$ cat config.mk
export PLATFORM = sky130hd
export DESIGN_NAME = priv_cop_decoder
export DESIGN_NICKNAME = d
export VERILOG_FILES = /design/src/rtl/pcd_pkg.sv /design/src/rtl/pcd_decode.sv /design/src/rtl/pcd_sext.sv /design/src/rtl/pcd_stage.sv /design/src/rtl/priv_cop_decoder.sv
export SDC_FILE = /design/constraint.sdc
export NUM_CORES = 1
export LEC_CHECK = 0
export ABC_AREA = 1
export BUFFER_PORTS_ARGS = -buffer_cell sky130_fd_sc_hd__buf_2
export CORE_AREA = 3 3 122 124
export CTS_CLUSTER_SIZE = 20
export DETAILED_ROUTE_END_ITERATION = 10
export DIE_AREA = 0 0 125 127
export PLACE_DENSITY = 0.69
export SLEW_MARGIN = 25
export SYNTH_ARGS = -nofsm -noshare
export SYNTH_HDL_FRONTEND = slang
export SYNTH_SLANG_ARGS = --single-unit
$ cat constraint.sdc
create_clock -name clk -period 1.3 [get_ports clk]
set_input_delay 0.065 -clock clk [delete_from_list [all_inputs] [get_ports clk]]
set_output_delay 0.065 -clock clk [all_outputs]
set_load 0.03 [all_outputs]
$ cat src/rtl/pcd_pkg.sv
package pcd_pkg;

  localparam int IDX_W = 5;

  localparam logic [5:0] OPC_COP   = 6'b010000;
  localparam logic [5:0] OPC_CACHE = 6'b101111;

  localparam logic [4:0] RS_MF  = 5'b00000;
  localparam logic [4:0] RS_DMF = 5'b00001;
  localparam logic [4:0] RS_MT  = 5'b00100;
  localparam logic [4:0] RS_DMT = 5'b00101;

  localparam logic [5:0] FN_TLBR  = 6'b000001;
  localparam logic [5:0] FN_TLBWI = 6'b000010;
  localparam logic [5:0] FN_TLBWR = 6'b000110;
  localparam logic [5:0] FN_TLBP  = 6'b001000;
  localparam logic [5:0] FN_ERET  = 6'b011000;

  typedef enum logic [3:0] {
    ACT_NONE,
    ACT_READ,
    ACT_WR32,
    ACT_WR64,
    ACT_ERET,
    ACT_TLBP,
    ACT_TLBR,
    ACT_TLBWI,
    ACT_TLBWR,
    ACT_UNUSABLE,
    ACT_ILLEGAL,
    ACT_CACHE
  } act_e;

endpackage

$ cat src/rtl/pcd_decode.sv
module pcd_decode
  import pcd_pkg::*;
(
  input  logic [31:0]      instr,
  input  logic             kernel,
  output act_e             act,
  output logic [IDX_W-1:0] idx
);

  logic [5:0] opc;
  logic [4:0] rs;
  logic [5:0] fn;

  assign opc = instr[31:26];
  assign rs  = instr[25:21];
  assign fn  = instr[5:0];
  assign idx = instr[15:11];

  always_comb begin
    act = ACT_ILLEGAL;
    if (!kernel) begin
      act = ACT_UNUSABLE;
    end else if (opc == OPC_COP) begin
      if (rs[4]) begin
        unique case (fn)
          FN_ERET:  act = ACT_ERET;
          FN_TLBP:  act = ACT_TLBP;
          FN_TLBR:  act = ACT_TLBR;
          FN_TLBWI: act = ACT_TLBWI;
          FN_TLBWR: act = ACT_TLBWR;
          default:  act = ACT_ILLEGAL;
        endcase
      end else begin
        unique case (rs)
          RS_MF, RS_DMF: act = ACT_READ;
          RS_MT:         act = ACT_WR32;
          RS_DMT:        act = ACT_WR64;
          default:       act = ACT_ILLEGAL;
        endcase
      end
    end else if (opc == OPC_CACHE) begin
      act = ACT_CACHE;
    end
  end

endmodule

$ cat src/rtl/pcd_sext.sv
module pcd_sext #(
  parameter int XLEN     = 64,
  parameter int NARROW_W = 32
) (
  input  logic [XLEN-1:0] src,
  input  logic            dword,
  output logic [XLEN-1:0] wdata
);

  logic [XLEN-1:0] narrow;

  generate
    if (XLEN > NARROW_W) begin : g_extend
      assign narrow = {{(XLEN-NARROW_W){src[NARROW_W-1]}}, src[NARROW_W-1:0]};
    end else begin : g_same
      assign narrow = src;
    end
  endgenerate

  assign wdata = dword ? src : narrow;

endmodule

$ cat src/rtl/pcd_stage.sv
module pcd_stage
  import pcd_pkg::*;
#(
  parameter int XLEN = 64
) (
  input  logic             clk,
  input  logic             rst_n,
  input  logic             in_valid,
  output logic             in_ready,
  input  act_e             act_d,
  input  logic [IDX_W-1:0] idx_d,
  input  logic [XLEN-1:0]  data_d,
  output logic             out_valid,
  input  logic             out_ready,
  output act_e             act_q,
  output logic [IDX_W-1:0] idx_q,
  output logic [XLEN-1:0]  data_q
);

  assign in_ready = !out_valid || out_ready;

  always_ff @(posedge clk) begin
    if (!rst_n) begin
      out_valid <= 1'b0;
      act_q     <= ACT_NONE;
      idx_q     <= '0;
      data_q    <= '0;
    end else if (in_ready) begin
      out_valid <= in_valid;
      if (in_valid) begin
        act_q  <= act_d;
        idx_q  <= idx_d;
        data_q <= data_d;
      end
    end
  end

endmodule

$ cat src/rtl/priv_cop_decoder.sv
module priv_cop_decoder
  import pcd_pkg::*;
#(
  parameter int XLEN = 64
) (
  input  logic             clk,
  input  logic             rst_n,
  input  logic             in_valid,
  output logic             in_ready,
  input  logic [31:0]      in_instr,
  input  logic             in_kernel,
  input  logic [XLEN-1:0]  in_src,
  output logic             rd_en,
  output logic [4:0]       rd_idx,
  input  logic [XLEN-1:0]  rd_data,
  output logic             out_valid,
  input  logic             out_ready,
  output logic [XLEN-1:0]  out_dest,
  output logic             out_dest_vld,
  output logic             wr_req,
  output logic [4:0]       wr_idx,
  output logic [XLEN-1:0]  wr_data,
  output logic             wr_dword,
  output logic             eret_stb,
  output logic             llc_stb,
  output logic             tlbp_stb,
  output logic             tlbr_stb,
  output logic             tlbwi_stb,
  output logic             tlbwr_stb,
  output logic             cpu_unusable,
  output logic             illegal_op,
  output logic             cache_unsup
);

  act_e             act_d, act_q;
  logic [IDX_W-1:0] idx_d, idx_q;
  logic [XLEN-1:0]  wdata_d, data_d, data_q;
  logic             fire;

  pcd_decode u_dec (
    .instr  (in_instr),
    .kernel (in_kernel),
    .act    (act_d),
    .idx    (idx_d)
  );

  pcd_sext #(.XLEN(XLEN), .NARROW_W(32)) u_sext (
    .src   (in_src),
    .dword (act_d == ACT_WR64),
    .wdata (wdata_d)
  );

  // Register read happens in the accept cycle; data is captured into the stage.
  assign rd_en  = in_valid && in_ready && (act_d == ACT_READ);
  assign rd_idx = idx_d;
  assign data_d = (act_d == ACT_READ) ? rd_data : wdata_d;

  pcd_stage #(.XLEN(XLEN)) u_stage (
    .clk       (clk),
    .rst_n     (rst_n),
    .in_valid  (in_valid),
    .in_ready  (in_ready),
    .act_d     (act_d),
    .idx_d     (idx_d),
    .data_d    (data_d),
    .out_valid (out_valid),
    .out_ready (out_ready),
    .act_q     (act_q),
    .idx_q     (idx_q),
    .data_q    (data_q)
  );

  assign fire         = out_valid && out_ready;
  assign out_dest_vld = out_valid && (act_q == ACT_READ);
  assign out_dest     = out_dest_vld ? data_q : '0;
  assign wr_idx       = idx_q;
  assign wr_data      = data_q;

  always_comb begin
    wr_req       = 1'b0;
    wr_dword     = 1'b0;
    eret_stb     = 1'b0;
    llc_stb      = 1'b0;
    tlbp_stb     = 1'b0;
    tlbr_stb     = 1'b0;
    tlbwi_stb    = 1'b0;
    tlbwr_stb    = 1'b0;
    cpu_unusable = 1'b0;
    illegal_op   = 1'b0;
    cache_unsup  = 1'b0;
    if (fire) begin
      unique case (act_q)
        ACT_WR32:     wr_req = 1'b1;
        ACT_WR64:     begin wr_req = 1'b1; wr_dword = 1'b1; end
        ACT_ERET:     begin eret_stb = 1'b1; llc_stb = 1'b1; end
        ACT_TLBP:     tlbp_stb = 1'b1;
        ACT_TLBR:     tlbr_stb = 1'b1;
        ACT_TLBWI:    tlbwi_stb = 1'b1;
        ACT_TLBWR:    tlbwr_stb = 1'b1;
        ACT_UNUSABLE: cpu_unusable = 1'b1;
        ACT_ILLEGAL:  illegal_op = 1'b1;
        ACT_CACHE:    cache_unsup = 1'b1;
        default:      ;
      endcase
    end
  end

endmodule

==> results.yml <==
run_status:
  status: "complete, but fails checks"
  violations: "negative setup slack"
synth:
  synth-edff-count: 0
  synth_fa_ha_area_share_pct: 0
  synth_top_area_cell: "dfxtp_1"
  synthesis.nets: 979
  synth_mux_area_share_pct: 0
  ys_ff_latch: 74
  avgSynthCellArea_um2: 5.71
  ys_types: 26
  synth_top_area_share_pct: 31.9
  async_reset_ff_share_pct: 0
  syn_area_mm2: 0.00465
  yosysMostFrequentCell: "nand2_1"
  yosys-top-cells-area: "dfxtp_1, nand2_1, inv_1"
  yosys_most_used_dff: "dfxtp_1"
  synthCells: 814
  synth-xor-area-share_pct: 0.189
  synth_common_cells: "nand2_1, inv_1, nor2_1"
  synth_top_family_by_area: "simple AND/OR/NAND/NOR gates"
  synthSimpleGateAreaFrac_pct: 36.8
  synth_compound_area_share_pct: 9.43
  synth_warnings: 0
  yosysSeqAreaShare_pct: 31.9
cells_and_area:
  multi_input_area_mm2: 0.00291
  nets: 1321
  fin_cells: 1342
  final_area_mm2: 0.00861
  register_area_mm2: 0.00150
  n_fill_cell: 1232
  layout-drive-gt1-share_pct: 44.6
  final_util_pct: 62.0
  area_growth_pct: 85.3
sta:
  max_freq_mhz: 625
  whs_ns: 0.0271
  tightestPinTransition_ns: 0.292
  rsz0062_at_grt: "true"
  finalSetupViolCount: 77
  fin_crit_sh_pct: 123
  skew_ns: 0.00455
  setup_slack_ns: -0.299
  hold_viol: 0
  min_period_ns: 1.60
  slew_violations: 0
  max-slew-margin-rel_pct: 80.4
power:
  p_leak_nw: 4.27
  power_mw: 6.87
  power.density_mw_per_mm2: 798
  peakVddDrop_uv: 515
job:
  drv_cap: 0
critical_path:
  cp.arrival_ns: 1.53
  r2r_start: "u_stage.out_valid$_SDFFE_PN0N_"
  critPathMaxStageDelay_ns: 0.36
  critPathBufInv: 4
  path_cells: "inv_4 > nor2_4 > nand3_4 > buf_12 > buf_4 > nor2_4 > buf_6"
  crit_path_end_kind: "output pin"
  cp-startpoint: "u_stage.act_q[0]$_SDFFE_PN0P_"
  slowest_stage: "dfxtp_4"
  crit_top_cell: "nor2_4"
  required_ns: 1.24
  crit_family: "buffers and inverters"
  worstSetupPathType: "reg -> out"
  critPathMaxFanout: 8
  cp-start-kind: "flop"
global_routing:
  grt_overflow: 0
  grt_pass1_vias: 5812
  grtUsageTotal_pct: 22.1
  grt_max_degree: 42
  antenna_found_initial: 0
  grt_pass1_wl_um: 28700
clock_network:
  cts_buffer_depth: 2
  cts_buffers: 9
  clock_latency_ns: 0.34
  root_buffer: "clkbuf_16"
  clock_sink_count: 74
  htreeDepth: 3
  cts_tree: "built"
  path_clk_slew_ns: 0.06
place:
  io_buffers: 307
  dp_hpwl_um: 13200
  place.gp.congestion: 0.844
  dpl-instance-area_mm2: 0.00711
  dp_cells: 1299
die:
  die_x_um: 125
  start_util_pct: 33.5
  io_pins: 318
  die_y_um: 127
  die_area_mm2: 0.0159
  core_mm2: 0.0139
  num_rows: 43
drt:
  drc: 0
  antenna_left: 0
  drt_first_iter_violations: 209
  routed_via_density: 4.66
  num_vias: 6256
  drt-total-wl_um: 19900
  wl_per_cell_um: 14.8
  first_pass_iters: 4
min_path:
  min_from: "rst_n"
  hp-class: "in -> reg"
metrics by stage:
step	worst slack (ns)	setup TNS (ns)
2_1_floorplan	-0.129	-0.620
3_3_place_gp	-0.239	-16.55
3_5_place_dp	-0.286	-21.46
4_1_cts	-0.296	-19.39
5_1_grt	-0.374	-24.60
6_report	-0.299	-19.09
worst paths after layout:
| check | to | slack [ns] | cells after the start |
|---|---|---|---|
| max reg2reg | u_stage.data_q[50]$_SDFFE_PN0P_ | 0.09 | 6 |
| min reg2reg | u_stage.data_q[61]$_SDFFE_PN0P_ | 0.48 | 2 |
| min | u_stage.idx_q[2]$_SDFFE_PN0P_ | 0.03 | 3 |
| max | out_dest[31] | -0.30 | 7 |
per-layer routing:
layer  share of wire (%)  vias to the layer above  wire length [um]  GRT usage [%]
met5                   0                        -                 0              0
met4                 3.1                        0               609           8.29
met3                 6.3                       47              1250           4.60
met2                  51                      238             10200           40.5
met1                  40                     2866              7890           25.3
li1                    -                     3105                 -              -
cell type report:
cell class	count	area share [%]
clock buffer	11	2.94
inverter	193	8.63
clock inverter	5	0.596
sequential	74	17.4
multi-input combinational	496	33.9
timing repair buffer	382	33.9
tap	180	2.62
antenna	1	0.0291
sequential cells by signal (all words and copies together), names as in the netlist:
signal / flops
u_stage.act_q: 4
u_stage.data_q: 64
u_stage.idx_q: 5
u_stage.out_valid: 1
cell usage in the layout, fill, tap and decap left out, types with 2 or more instances in the layout:
cell type / count
buf_4: 40
buf_8: 10
a21oi_2: 4
nor2_2: 6
dfxtp_4: 4
o21ai_0: 9
clkbuf_16: 14
dfxtp_1: 69
nand3_2: 5
nand2_4: 4
buf_2: 228
nor2_4: 71
buf_6: 83
dlygate4sd3_1: 5
nor3_4: 2
inv_4: 2
nand2_2: 4
clkbuf_8: 2
a21oi_1: 67
nand3_4: 3
nand4_1: 16
nand3_1: 56
inv_2: 8
clkinv_2: 3
inv_1: 181
buf_12: 11
nor2_1: 39
nand2_1: 197
nand2_8: 2
nor4_4: 4
report_power, final:
group	switching (mW)	internal [mW]	total (mW)
clock	1.01	1.58	2.59
combinational	1.07	0.673	1.74
sequential	0.123	2.41	2.53
worst register-to-register path, delay by kind of cell, from the launching register on:
family	cells	cell delay [ns]
buf+inv	1	0.18
simple gates	3	0.30
flops	1	0.38
compound gates	2	0.29
timing repair:
action / 4_1_cts / 5_1_grt
pin swaps: 7 / 20
setup buffers: 5 / 12
cloned: 0 / 7
hold endpoints to repair: 5 / 0
gates resized for setup: 174 / 83
hold buffers: 5 / 0
setup endpoints to repair: 78 / 141
logic make-up (layout without fill, tap and decap cells):
| logic type | count (synthesis) | in the layout |
|---|---|---|
| other cells | 0 | 1 |
| buf+inv | 244 | 591 |
| flops | 74 | 74 |
| compound gates | 84 | 84 |
| simple gates | 411 | 411 |
| xor+xnor | 1 | 1 |
No activity file was read; power rests on OpenSTA's default activity.
